<file path="src/rtl/can_txmb_pkg.sv">
package can_txmb_pkg;

   typedef enum logic [1:0] {
      MB_EMPTY = 2'd0,
      MB_PEND  = 2'd1,
      MB_TX    = 2'd2
   } mb_state_e;

   typedef enum logic [1:0] {
      FLD_ID  = 2'd0,
      FLD_LEN = 2'd1,
      FLD_DLO = 2'd2,
      FLD_DHI = 2'd3
   } fld_e;

   localparam int EXT_BIT = 29;
   localparam int REQ_BIT = 30;

endpackage

</file>
<file path="src/rtl/can_txmb_slot.sv">
module can_txmb_slot
   import can_txmb_pkg::*;
#(
   parameter int EXT_W  = 29,
   parameter int STD_W  = 11,
   parameter int DLC_W  = 4,
   parameter int WORD_W = 32,
   parameter int DATA_W = 64
) (
   input  logic              clk,
   input  logic              rst_n,
   input  logic              wr_hit,
   input  logic [1:0]        wr_field,
   input  logic [WORD_W-1:0] wr_data,
   input  logic              launch,
   input  logic              res_accept,
   input  logic              res_ok,
   input  logic              res_al,
   input  logic              res_er,
   input  logic              no_retry,
   output mb_state_e         state,
   output logic [EXT_W-1:0]  id,
   output logic              ext,
   output logic [DLC_W-1:0]  dlc,
   output logic [DATA_W-1:0] data,
   output logic              f_done,
   output logic              f_ok,
   output logic              f_al,
   output logic              f_er,
   output logic              req_fire,
   output logic              leave
);

   mb_state_e         st_q;
   logic [EXT_W-1:0]  id_q;
   logic              ext_q;
   logic [DLC_W-1:0]  dlc_q;
   logic [DATA_W-1:0] data_q;
   logic              done_q, ok_q, al_q, er_q;
   logic              open_w, fire;

   assign open_w   = wr_hit && (st_q == MB_EMPTY);
   assign req_fire = open_w && (wr_field == FLD_ID) && wr_data[REQ_BIT];
   assign fire     = res_accept && (st_q == MB_TX);
   assign leave    = fire && (res_ok || no_retry);

   // contents: writable only while empty
   always_ff @(posedge clk) begin
      if (!rst_n) begin
         id_q   <= '0;
         ext_q  <= 1'b0;
         dlc_q  <= '0;
         data_q <= '0;
      end else if (open_w) begin
         case (wr_field)
            FLD_ID: begin
               ext_q <= wr_data[EXT_BIT];
               id_q  <= wr_data[EXT_BIT] ? wr_data[EXT_W-1:0]
                                         : {{(EXT_W-STD_W){1'b0}}, wr_data[STD_W-1:0]};
            end
            FLD_LEN: dlc_q <= wr_data[DLC_W-1:0];
            FLD_DLO: data_q[WORD_W-1:0] <= wr_data;
            default: data_q[DATA_W-1:WORD_W] <= wr_data;
         endcase
      end
   end

   // lifecycle and status flags
   always_ff @(posedge clk) begin
      if (!rst_n) begin
         st_q   <= MB_EMPTY;
         done_q <= 1'b0;
         ok_q   <= 1'b0;
         al_q   <= 1'b0;
         er_q   <= 1'b0;
      end else begin
         case (st_q)
            MB_EMPTY: if (req_fire) begin
               st_q   <= MB_PEND;
               done_q <= 1'b0;
               ok_q   <= 1'b0;
               al_q   <= 1'b0;
               er_q   <= 1'b0;
            end
            MB_PEND: if (launch) st_q <= MB_TX;
            MB_TX: if (fire) begin
               if (res_ok) begin
                  st_q   <= MB_EMPTY;
                  done_q <= 1'b1;
                  ok_q   <= 1'b1;
               end else begin
                  al_q <= al_q | res_al;
                  er_q <= er_q | res_er;
                  if (no_retry) begin
                     st_q   <= MB_EMPTY;
                     done_q <= 1'b1;
                     ok_q   <= 1'b0;
                  end else begin
                     st_q <= MB_PEND;
                  end
               end
            end
            default: st_q <= MB_EMPTY;
         endcase
      end
   end

   assign state  = st_q;
   assign id     = id_q;
   assign ext    = ext_q;
   assign dlc    = dlc_q;
   assign data   = data_q;
   assign f_done = done_q;
   assign f_ok   = ok_q;
   assign f_al   = al_q;
   assign f_er   = er_q;

   assert_request_R2: assert property (@(posedge clk) disable iff (!rst_n)
      req_fire |=> (st_q == MB_PEND) && !done_q && !ok_q && !al_q && !er_q);

   assert_locked_R3: assert property (@(posedge clk) disable iff (!rst_n)
      (st_q != MB_EMPTY) |=> $stable(id_q) && $stable(ext_q) && $stable(dlc_q) && $stable(data_q));

   assert_success_R8: assert property (@(posedge clk) disable iff (!rst_n)
      (fire && res_ok) |=> (st_q == MB_EMPTY) && done_q && ok_q);

   assert_retry_R9: assert property (@(posedge clk) disable iff (!rst_n)
      (fire && !res_ok && !no_retry) |=> (st_q == MB_PEND));

   assert_release_R10: assert property (@(posedge clk) disable iff (!rst_n)
      (fire && !res_ok && no_retry) |=> (st_q == MB_EMPTY) && done_q && !ok_q);

endmodule

</file>
<file path="src/rtl/can_txmb_order.sv">
module can_txmb_order #(
   parameter int NUM    = 3,
   parameter int RANK_W = 2
) (
   input  logic              clk,
   input  logic              rst_n,
   input  logic [NUM-1:0]    busy,
   input  logic [NUM-1:0]    req_fire,
   input  logic [NUM-1:0]    leave,
   output logic [RANK_W-1:0] rank [NUM]
);

   logic [RANK_W-1:0] rank_q [NUM];
   logic [RANK_W-1:0] leave_rank;
   logic [RANK_W-1:0] stay_cnt;
   logic              leave_any;

   always_comb begin
      int cnt;
      cnt        = 0;
      leave_rank = '0;
      for (int i = 0; i < NUM; i++) begin
         if (busy[i] && !leave[i]) cnt++;
         if (leave[i]) leave_rank = rank_q[i];
      end
      stay_cnt  = RANK_W'(cnt);
      leave_any = |leave;
   end

   for (genvar i = 0; i < NUM; i++) begin : g_rank
      always_ff @(posedge clk) begin
         if (!rst_n) begin
            rank_q[i] <= '0;
         end else if (req_fire[i]) begin
            rank_q[i] <= stay_cnt;
         end else if (busy[i] && !leave[i] && leave_any && (rank_q[i] > leave_rank)) begin
            rank_q[i] <= rank_q[i] - 1'b1;
         end
      end
      assign rank[i] = rank_q[i];

      for (genvar j = i + 1; j < NUM; j++) begin : g_pair
         assert_unique_rank_R6: assert property (@(posedge clk) disable iff (!rst_n)
            (busy[i] && busy[j]) |-> (rank_q[i] != rank_q[j]));
      end
   end

endmodule

</file>
<file path="src/rtl/can_txmb_arb.sv">
module can_txmb_arb #(
   parameter int NUM      = 3,
   parameter int EXT_W    = 29,
   parameter int STD_W    = 11,
   parameter int RANK_W   = 2,
   parameter int MB_W     = 2,
   parameter bit ORDER_EN = 1'b1
) (
   input  logic              clk,
   input  logic              rst_n,
   input  logic [NUM-1:0]    pend,
   input  logic [EXT_W-1:0]  id_a   [NUM],
   input  logic              ext_a  [NUM],
   input  logic [RANK_W-1:0] rank_a [NUM],
   input  logic              order_mode,
   output logic              win_valid,
   output logic [MB_W-1:0]   win_idx
);

   logic [EXT_W-1:0]  key [NUM];
   logic [EXT_W-1:0]  win_key;
   logic [RANK_W-1:0] win_rank;
   logic              use_order;

   for (genvar i = 0; i < NUM; i++) begin : g_key
      assign key[i] = ext_a[i] ? id_a[i] : {id_a[i][STD_W-1:0], {(EXT_W-STD_W){1'b0}}};
   end

   if (ORDER_EN) begin : g_order
      assign use_order = order_mode;
   end else begin : g_keyonly
      logic unused_order;
      assign unused_order = order_mode;
      assign use_order    = 1'b0;
   end

   always_comb begin
      win_valid = 1'b0;
      win_idx   = '0;
      win_key   = '1;
      win_rank  = '1;
      for (int i = 0; i < NUM; i++) begin
         if (pend[i]) begin
            if (!win_valid || (use_order ? (rank_a[i] < win_rank) : (key[i] < win_key))) begin
               win_valid = 1'b1;
               win_idx   = MB_W'(i);
               win_key   = key[i];
               win_rank  = rank_a[i];
            end
         end
      end
   end

   for (genvar j = 0; j < NUM; j++) begin : g_chk
      assert_lowest_key_R4: assert property (@(posedge clk) disable iff (!rst_n)
         (win_valid && !use_order && pend[j]) |-> (win_key <= key[j]));
      assert_tie_low_index_R5: assert property (@(posedge clk) disable iff (!rst_n)
         (win_valid && !use_order && pend[j] && (key[j] == win_key)) |-> (win_idx <= MB_W'(j)));
      assert_oldest_R6: assert property (@(posedge clk) disable iff (!rst_n)
         (win_valid && use_order && pend[j]) |-> (win_rank <= rank_a[j]));
   end

endmodule

</file>
<file path="src/rtl/can_txmb_sched.sv">
module can_txmb_sched
   import can_txmb_pkg::*;
#(
   parameter int  NUM_MB   = 3,
   parameter int  EXT_W    = 29,
   parameter int  STD_W    = 11,
   parameter int  DLC_W    = 4,
   parameter int  WORD_W   = 32,
   parameter int  DATA_W   = 64,
   parameter bit  ORDER_EN = 1'b1,
   localparam int MB_W     = (NUM_MB > 1) ? $clog2(NUM_MB) : 1,
   localparam int RANK_W   = MB_W
) (
   input  logic              clk,
   input  logic              rst_n,
   input  logic              wr_en,
   input  logic [MB_W-1:0]   wr_mb,
   input  logic [1:0]        wr_field,
   input  logic [WORD_W-1:0] wr_data,
   input  logic              order_mode,
   input  logic              no_retry,
   input  logic              dbg_freeze_en,
   input  logic              dbg_halt,
   input  logic              bus_idle,
   output logic              fr_valid,
   input  logic              fr_ready,
   output logic [MB_W-1:0]   fr_mb,
   output logic [EXT_W-1:0]  fr_id,
   output logic              fr_ext,
   output logic [DLC_W-1:0]  fr_dlc,
   output logic [DATA_W-1:0] fr_data,
   input  logic              res_valid,
   input  logic              res_ok,
   input  logic              res_arb_lost,
   input  logic              res_err,
   output logic [NUM_MB-1:0] mb_empty,
   output logic [NUM_MB-1:0] tx_done,
   output logic [NUM_MB-1:0] tx_ok,
   output logic [NUM_MB-1:0] arb_lost,
   output logic [NUM_MB-1:0] tx_err,
   output logic              sched_valid,
   output logic [MB_W-1:0]   sched_mb
);

   // elaboration-time parameter checks
   if (NUM_MB < 2 || NUM_MB > 8) begin : g_bad_num
      $error("can_txmb_sched: NUM_MB must lie in 2..8");
   end
   if (DATA_W != 2 * WORD_W) begin : g_bad_data
      $error("can_txmb_sched: DATA_W must be twice WORD_W");
   end
   if (EXT_W <= STD_W || WORD_W < REQ_BIT + 1) begin : g_bad_id
      $error("can_txmb_sched: identifier widths do not fit the write word");
   end

   mb_state_e         st_a   [NUM_MB];
   logic [EXT_W-1:0]  id_a   [NUM_MB];
   logic              ext_a  [NUM_MB];
   logic [DLC_W-1:0]  dlc_a  [NUM_MB];
   logic [DATA_W-1:0] data_a [NUM_MB];
   logic [RANK_W-1:0] rank_a [NUM_MB];
   logic [NUM_MB-1:0] pend_v, tx_v, busy_v, req_v, leave_v, launch_v;

   logic              win_valid;
   logic [MB_W-1:0]   win_idx;
   logic              tx_active, frozen, launch, res_accept;

   assign tx_active  = |tx_v;
   assign frozen     = dbg_freeze_en && dbg_halt;
   assign launch     = win_valid && !tx_active && bus_idle && !frozen;
   assign res_accept = res_valid && tx_active && !fr_valid;

   for (genvar i = 0; i < NUM_MB; i++) begin : g_mb
      can_txmb_slot #(
         .EXT_W (EXT_W),
         .STD_W (STD_W),
         .DLC_W (DLC_W),
         .WORD_W(WORD_W),
         .DATA_W(DATA_W)
      ) u_slot (
         .clk       (clk),
         .rst_n     (rst_n),
         .wr_hit    (wr_en && (wr_mb == MB_W'(i))),
         .wr_field  (wr_field),
         .wr_data   (wr_data),
         .launch    (launch_v[i]),
         .res_accept(res_accept),
         .res_ok    (res_ok),
         .res_al    (res_arb_lost),
         .res_er    (res_err),
         .no_retry  (no_retry),
         .state     (st_a[i]),
         .id        (id_a[i]),
         .ext       (ext_a[i]),
         .dlc       (dlc_a[i]),
         .data      (data_a[i]),
         .f_done    (tx_done[i]),
         .f_ok      (tx_ok[i]),
         .f_al      (arb_lost[i]),
         .f_er      (tx_err[i]),
         .req_fire  (req_v[i]),
         .leave     (leave_v[i])
      );
      assign pend_v[i]   = (st_a[i] == MB_PEND);
      assign tx_v[i]     = (st_a[i] == MB_TX);
      assign busy_v[i]   = (st_a[i] != MB_EMPTY);
      assign mb_empty[i] = (st_a[i] == MB_EMPTY);
      assign launch_v[i] = launch && (win_idx == MB_W'(i));
   end

   can_txmb_order #(
      .NUM   (NUM_MB),
      .RANK_W(RANK_W)
   ) u_order (
      .clk     (clk),
      .rst_n   (rst_n),
      .busy    (busy_v),
      .req_fire(req_v),
      .leave   (leave_v),
      .rank    (rank_a)
   );

   can_txmb_arb #(
      .NUM     (NUM_MB),
      .EXT_W   (EXT_W),
      .STD_W   (STD_W),
      .RANK_W  (RANK_W),
      .MB_W    (MB_W),
      .ORDER_EN(ORDER_EN)
   ) u_arb (
      .clk       (clk),
      .rst_n     (rst_n),
      .pend      (pend_v),
      .id_a      (id_a),
      .ext_a     (ext_a),
      .rank_a    (rank_a),
      .order_mode(order_mode),
      .win_valid (win_valid),
      .win_idx   (win_idx)
   );

   assign sched_valid = win_valid && !tx_active;
   assign sched_mb    = win_idx;

   // frame select and output register
   logic [EXT_W-1:0]  sel_id;
   logic              sel_ext;
   logic [DLC_W-1:0]  sel_dlc;
   logic [DATA_W-1:0] sel_data;

   always_comb begin
      sel_id   = '0;
      sel_ext  = 1'b0;
      sel_dlc  = '0;
      sel_data = '0;
      for (int i = 0; i < NUM_MB; i++) begin
         if (win_idx == MB_W'(i)) begin
            sel_id   = id_a[i];
            sel_ext  = ext_a[i];
            sel_dlc  = dlc_a[i];
            sel_data = data_a[i];
         end
      end
   end

   always_ff @(posedge clk) begin
      if (!rst_n) begin
         fr_valid <= 1'b0;
         fr_mb    <= '0;
         fr_id    <= '0;
         fr_ext   <= 1'b0;
         fr_dlc   <= '0;
         fr_data  <= '0;
      end else if (launch) begin
         fr_valid <= 1'b1;
         fr_mb    <= win_idx;
         fr_id    <= sel_id;
         fr_ext   <= sel_ext;
         fr_dlc   <= sel_dlc;
         fr_data  <= sel_data;
      end else if (fr_valid && fr_ready) begin
         fr_valid <= 1'b0;
      end
   end

   assert_one_in_flight_R7: assert property (@(posedge clk) disable iff (!rst_n)
      $onehot0(tx_v));

   assert_launch_idle_R7: assert property (@(posedge clk) disable iff (!rst_n)
      $rose(fr_valid) |-> $past(bus_idle) && !$past(tx_active));

   assert_freeze_R11: assert property (@(posedge clk) disable iff (!rst_n)
      $rose(fr_valid) |-> !$past(frozen));

   assert_frame_hold_R12: assert property (@(posedge clk) disable iff (!rst_n)
      (fr_valid && !fr_ready) |=> fr_valid && $stable(fr_mb) && $stable(fr_id)
                                  && $stable(fr_dlc) && $stable(fr_data));

   assert_valid_in_flight_R12: assert property (@(posedge clk) disable iff (!rst_n)
      fr_valid |-> tx_active);

endmodule

</file>
<file path="config.mk">
export PLATFORM = sky130hd
export DESIGN_NAME = can_txmb_sched
export DESIGN_NICKNAME = d
export VERILOG_FILES = /design/src/rtl/can_txmb_pkg.sv /design/src/rtl/can_txmb_slot.sv /design/src/rtl/can_txmb_order.sv /design/src/rtl/can_txmb_arb.sv /design/src/rtl/can_txmb_sched.sv
export SDC_FILE = /design/constraint.sdc
export NUM_CORES = 1
export LEC_CHECK = 0
export BUFFER_PORTS_ARGS = -buffer_cell sky130_fd_sc_hd__buf_2
export CAP_MARGIN = 20
export CELL_PAD_IN_SITES_DETAIL_PLACEMENT = 1
export CELL_PAD_IN_SITES_GLOBAL_PLACEMENT = 1
export CORE_MARGIN = 2
export CORE_UTILIZATION = 45
export DETAILED_ROUTE_END_ITERATION = 7
export HOLD_SLACK_MARGIN = 0.15
export PLACE_DENSITY_LB_ADDON = 0.3
export SETUP_SLACK_MARGIN = 0.4
export SLEW_MARGIN = 20
export SYNTH_ARGS = -nofsm -noshare
export SYNTH_HDL_FRONTEND = slang
export SYNTH_SLANG_ARGS = --single-unit
</file>
<file path="constraint.sdc">
create_clock -name clk -period 6.6 [get_ports clk]
set_clock_uncertainty 0.2 [all_clocks]
set_input_delay 0.33 -clock clk [delete_from_list [all_inputs] [get_ports clk]]
set_output_delay 0.33 -clock clk [all_outputs]
set_load 0.02 [all_outputs]
</file>
==> out/qor.txt <==
DRT iter0 DRCs -> 1549
Vias in the first global route -> 19.4k
Max incr delay on CP -> 430 ps
Clk Latency, worst-skew pair -> 590 ps
CTS Root Cell -> clkbuf_16
Clock network fraction of total power -> 0.471
Leakage power -> 8.70 nW
Mapped cell area -> 19400 um2
Crit path required time -> 6070 ps
Fin crit period -> 6020 ps
Synthesis warning total -> 0
Vias -> 18.7k
Yosys cell types -> 57
Core area -> 42900 um2
Cells after Synth -> 2428
Share of power burned in registers -> 0.470
Fill cell count -> 5122
Gate power share -> 0.059
Internal -> 0.00414 W
Avg Cell Area, Syn -> 8.00 um2
Sw frac -> 0.244
Max-slew violations -> 0
Max VDD drop -> 0.000204 V
Vert. Die Dim -> 212 um
Largest net degree at the start of global routing -> 126
Multi-input logic area -> 10300 um2
Synth area leader -> dfxtp_1
F_max -> 166 MHz
Die width -> 212 um
Dominant cells by area after synthesis -> dfxtp_1, nand2_1, a21oi_1, mux2i_1, ha_1
Crit Path Class -> flip-flop to output port
IO Port Bufs -> 167
Worst EP arrival -> 5490 ps
FF/Latch Area -> 8460 um2
Slew at the pin closest to its max-slew limit -> 1050 ps
Post-synthesis sequential area ratio -> 0.435
Initial antenna violation count -> 3
Rows -> 76
Nets@finish -> 2654
Placer Congestion -> 0.935
Slowest cell on crit path -> and4_1
Headroom to the max-slew limit -> 0.303
First-pass GRT wire length -> 115000 um
Initial Utilization -> 0.453
PD cells -> 238 nW/um2
CP Launch Type -> flip-flop
Area grow syn2layout -> 18.5%
HP Class -> primary input to flip-flop
First-pass DRT Iterations -> 5
Fin util -> 0.537
H-tree lvl count -> 2
Total Routing Usage GR -> 0.335
WL/cell -> 24.0 um
Crit Path Max Fanout -> 27
Crit. End Element -> output port
Setup TNS -> 0 ps
Drt total wl -> 76000 um
DR vias/cell -> 5.91
Leading cell type in the layout, fill and taps excluded -> nand2_1
Final setup fails -> 0
RSZ-0062 raised after global routing -> no
Ports -> 168
Dpl cell area -> 20600 um2
Mapped Nets -> 2543
CTS sink count -> 419
Clk slew on worst S/H paths -> 60 ps
Net Switching -> 0.00134 W
GRT overflow -> 0
Run status -> complete, no violations
Pwr Total -> 0.00548 W
FFs w/ async S/R, synth -> 0
Total Die Area -> 44900 um2
CTS Buf Count -> 46
Ys flop type -> dfxtp_1
Top cell type's share of synthesized area -> 0.426
Detail Route Antenna Nets -> 0
CTS tree -> built
Max_cap viols -> 0
CP cell instances -> buf_12, buf_4, nor2b_2, a211oi_4, ha_1, nand2_1, nor4_4, and4_1, a21oi_4, buf_4, buf_6, nor2_2, a21oi_1, ha_1, or3b_4, a2111oi_4, o221a_2, o2111ai_2, a2111oi_4, a31oi_2, o211ai_4, buf_12, nor2_1, buf_2
Final hold vios -> 0
Design area -> 23000 um2
CTS Buffer Depth -> 3
Layout cells sized above 1 -> 0.166
Commonest non-fill, non-tap cells in the layout -> nand2_1, dfxtp_1, a21oi_1
Yosys reg bits -> 419
Residual DRC count -> 0
Post-DP HPWL -> 48000 um
Post-synth EDFFs -> 6
Fin crit share -> 0.913
-- synthesized netlist by cell type (6+ instances only) --
cell and n:
buf_1 8, nand3_1 70, edfxtp_1 6, nand2_1 726, ha_1 66, nand4_1 10, o22ai_1 8, a221o_1 50
and2_1 39, inv_1 14, nor2_1 60, a211oi_1 14, a21oi_1 367, mux2i_1 109, o21ai_0 76, buf_2 9
dfxtp_1 413, clkbuf_1 182, mux2_2 69, a21o_1 7, and3_1 6, nand2b_1 10, nor2b_1 16, buf_4 20
-- area by class of cell --
| type | instances | area share |
|---|---|---|
| flip-flops and latches | 419 | 0.367 |
| multi-input cells | 1774 | 0.447 |
| clock inverters | 20 | 0.00880 |
| clock buffers | 61 | 0.0560 |
| repair buffers | 284 | 0.0866 |
| well taps | 585 | 0.0318 |
| diodes | 2 | 0.000217 |
| inverters | 14 | 0.00261 |
-- through the flow --
step,cells,setup WS [ps],hold WS (ps)
after detailed placement,3015,322,244
after CTS,3149,412,179
after global placement,3015,481,234
after global routing,3159,344,214
final,3159,576,221
after floorplan,2428,465,233
-- power by group through the flow --
stage / logic [W] / clock network, W / registers [W]
floorplan: 0.000171 / 0 / 0.00263
global placement: 0.000277 / 0 / 0.00263
detailed placement: 0.000284 / 0 / 0.00263
CTS: 0.000310 / 0.00260 / 0.00258
global route: 0.000339 / 0.00271 / 0.00258
finish: 0.000322 / 0.00258 / 0.00258
-- state kept, by name, indices dropped and copies added, names as in the netlist, 2 cells and up --
name                flops
fr_dlc                  4
fr_data                64
g_mb.u_slot.id         87
g_mb.u_slot.f_al        3
fr_id                  29
g_mb.u_slot.f_ok        3
u_order.rank_q          6
g_mb.u_slot.dlc        12
g_mb.u_slot.f_er        3
g_mb.u_slot.f_done      3
g_mb.u_slot.data      192
g_mb.u_slot.state       6
fr_mb                   2
g_mb.u_slot.ext         3
-- worst max-delay path: cells and delay by family (launching register included) --
kind,cells,cell delay [ps]
buf+inv,6,990
fa+ha+maj,2,480
compound gates,9,1430
flops,1,380
simple gates,7,1590
-- layer usage --
metal | routed length, um | GRT usage | vias up
li1 | - | - | 8482
met4 | 4100 | 0.164 | 0
met1 | 31300 | 0.410 | 9382
met5 | 0 | 0 | -
met2 | 36300 | 0.570 | 604
met3 | 4270 | 0.0559 | 189
-- path summary, 6_finish.rpt --
| kind | startpoint | slack [ps] | end | cells past startpoint |
|---|---|---|---|---|
| setup reg to reg | g_mb[0].u_slot.ext | 650 | fr_data[45] | 26 |
| hold reg to reg | fr_id[6] | 250 | fr_id[6] | 2 |
| setup / recovery | g_mb[0].u_slot.ext | 580 | sched_mb[0] | 24 |
| hold / removal | bus_idle | 220 | g_mb[2].u_slot.state[1] | 4 |
-- cell families after synthesis --
group | share of synthesized area
fa+ha+maj | 0.0425
mux | 0.0961
simple gates | 0.206
buf+inv | 0.0512
compound gates | 0.167
xor+xnor | 0.00180
flops | 0.435
-- repair_timing --
action                                 in CTS  in global routing
setup endpoints to repair                  57                103
endpoints found under the hold margin     308                  2
cloned                                      2                  1
resized for setup                          21                 28
buffers inserted                            4                  6
hold buffers                               47                  1
pin swaps                                   3                  9
No activity file was read; power rests on OpenSTA's default activity.
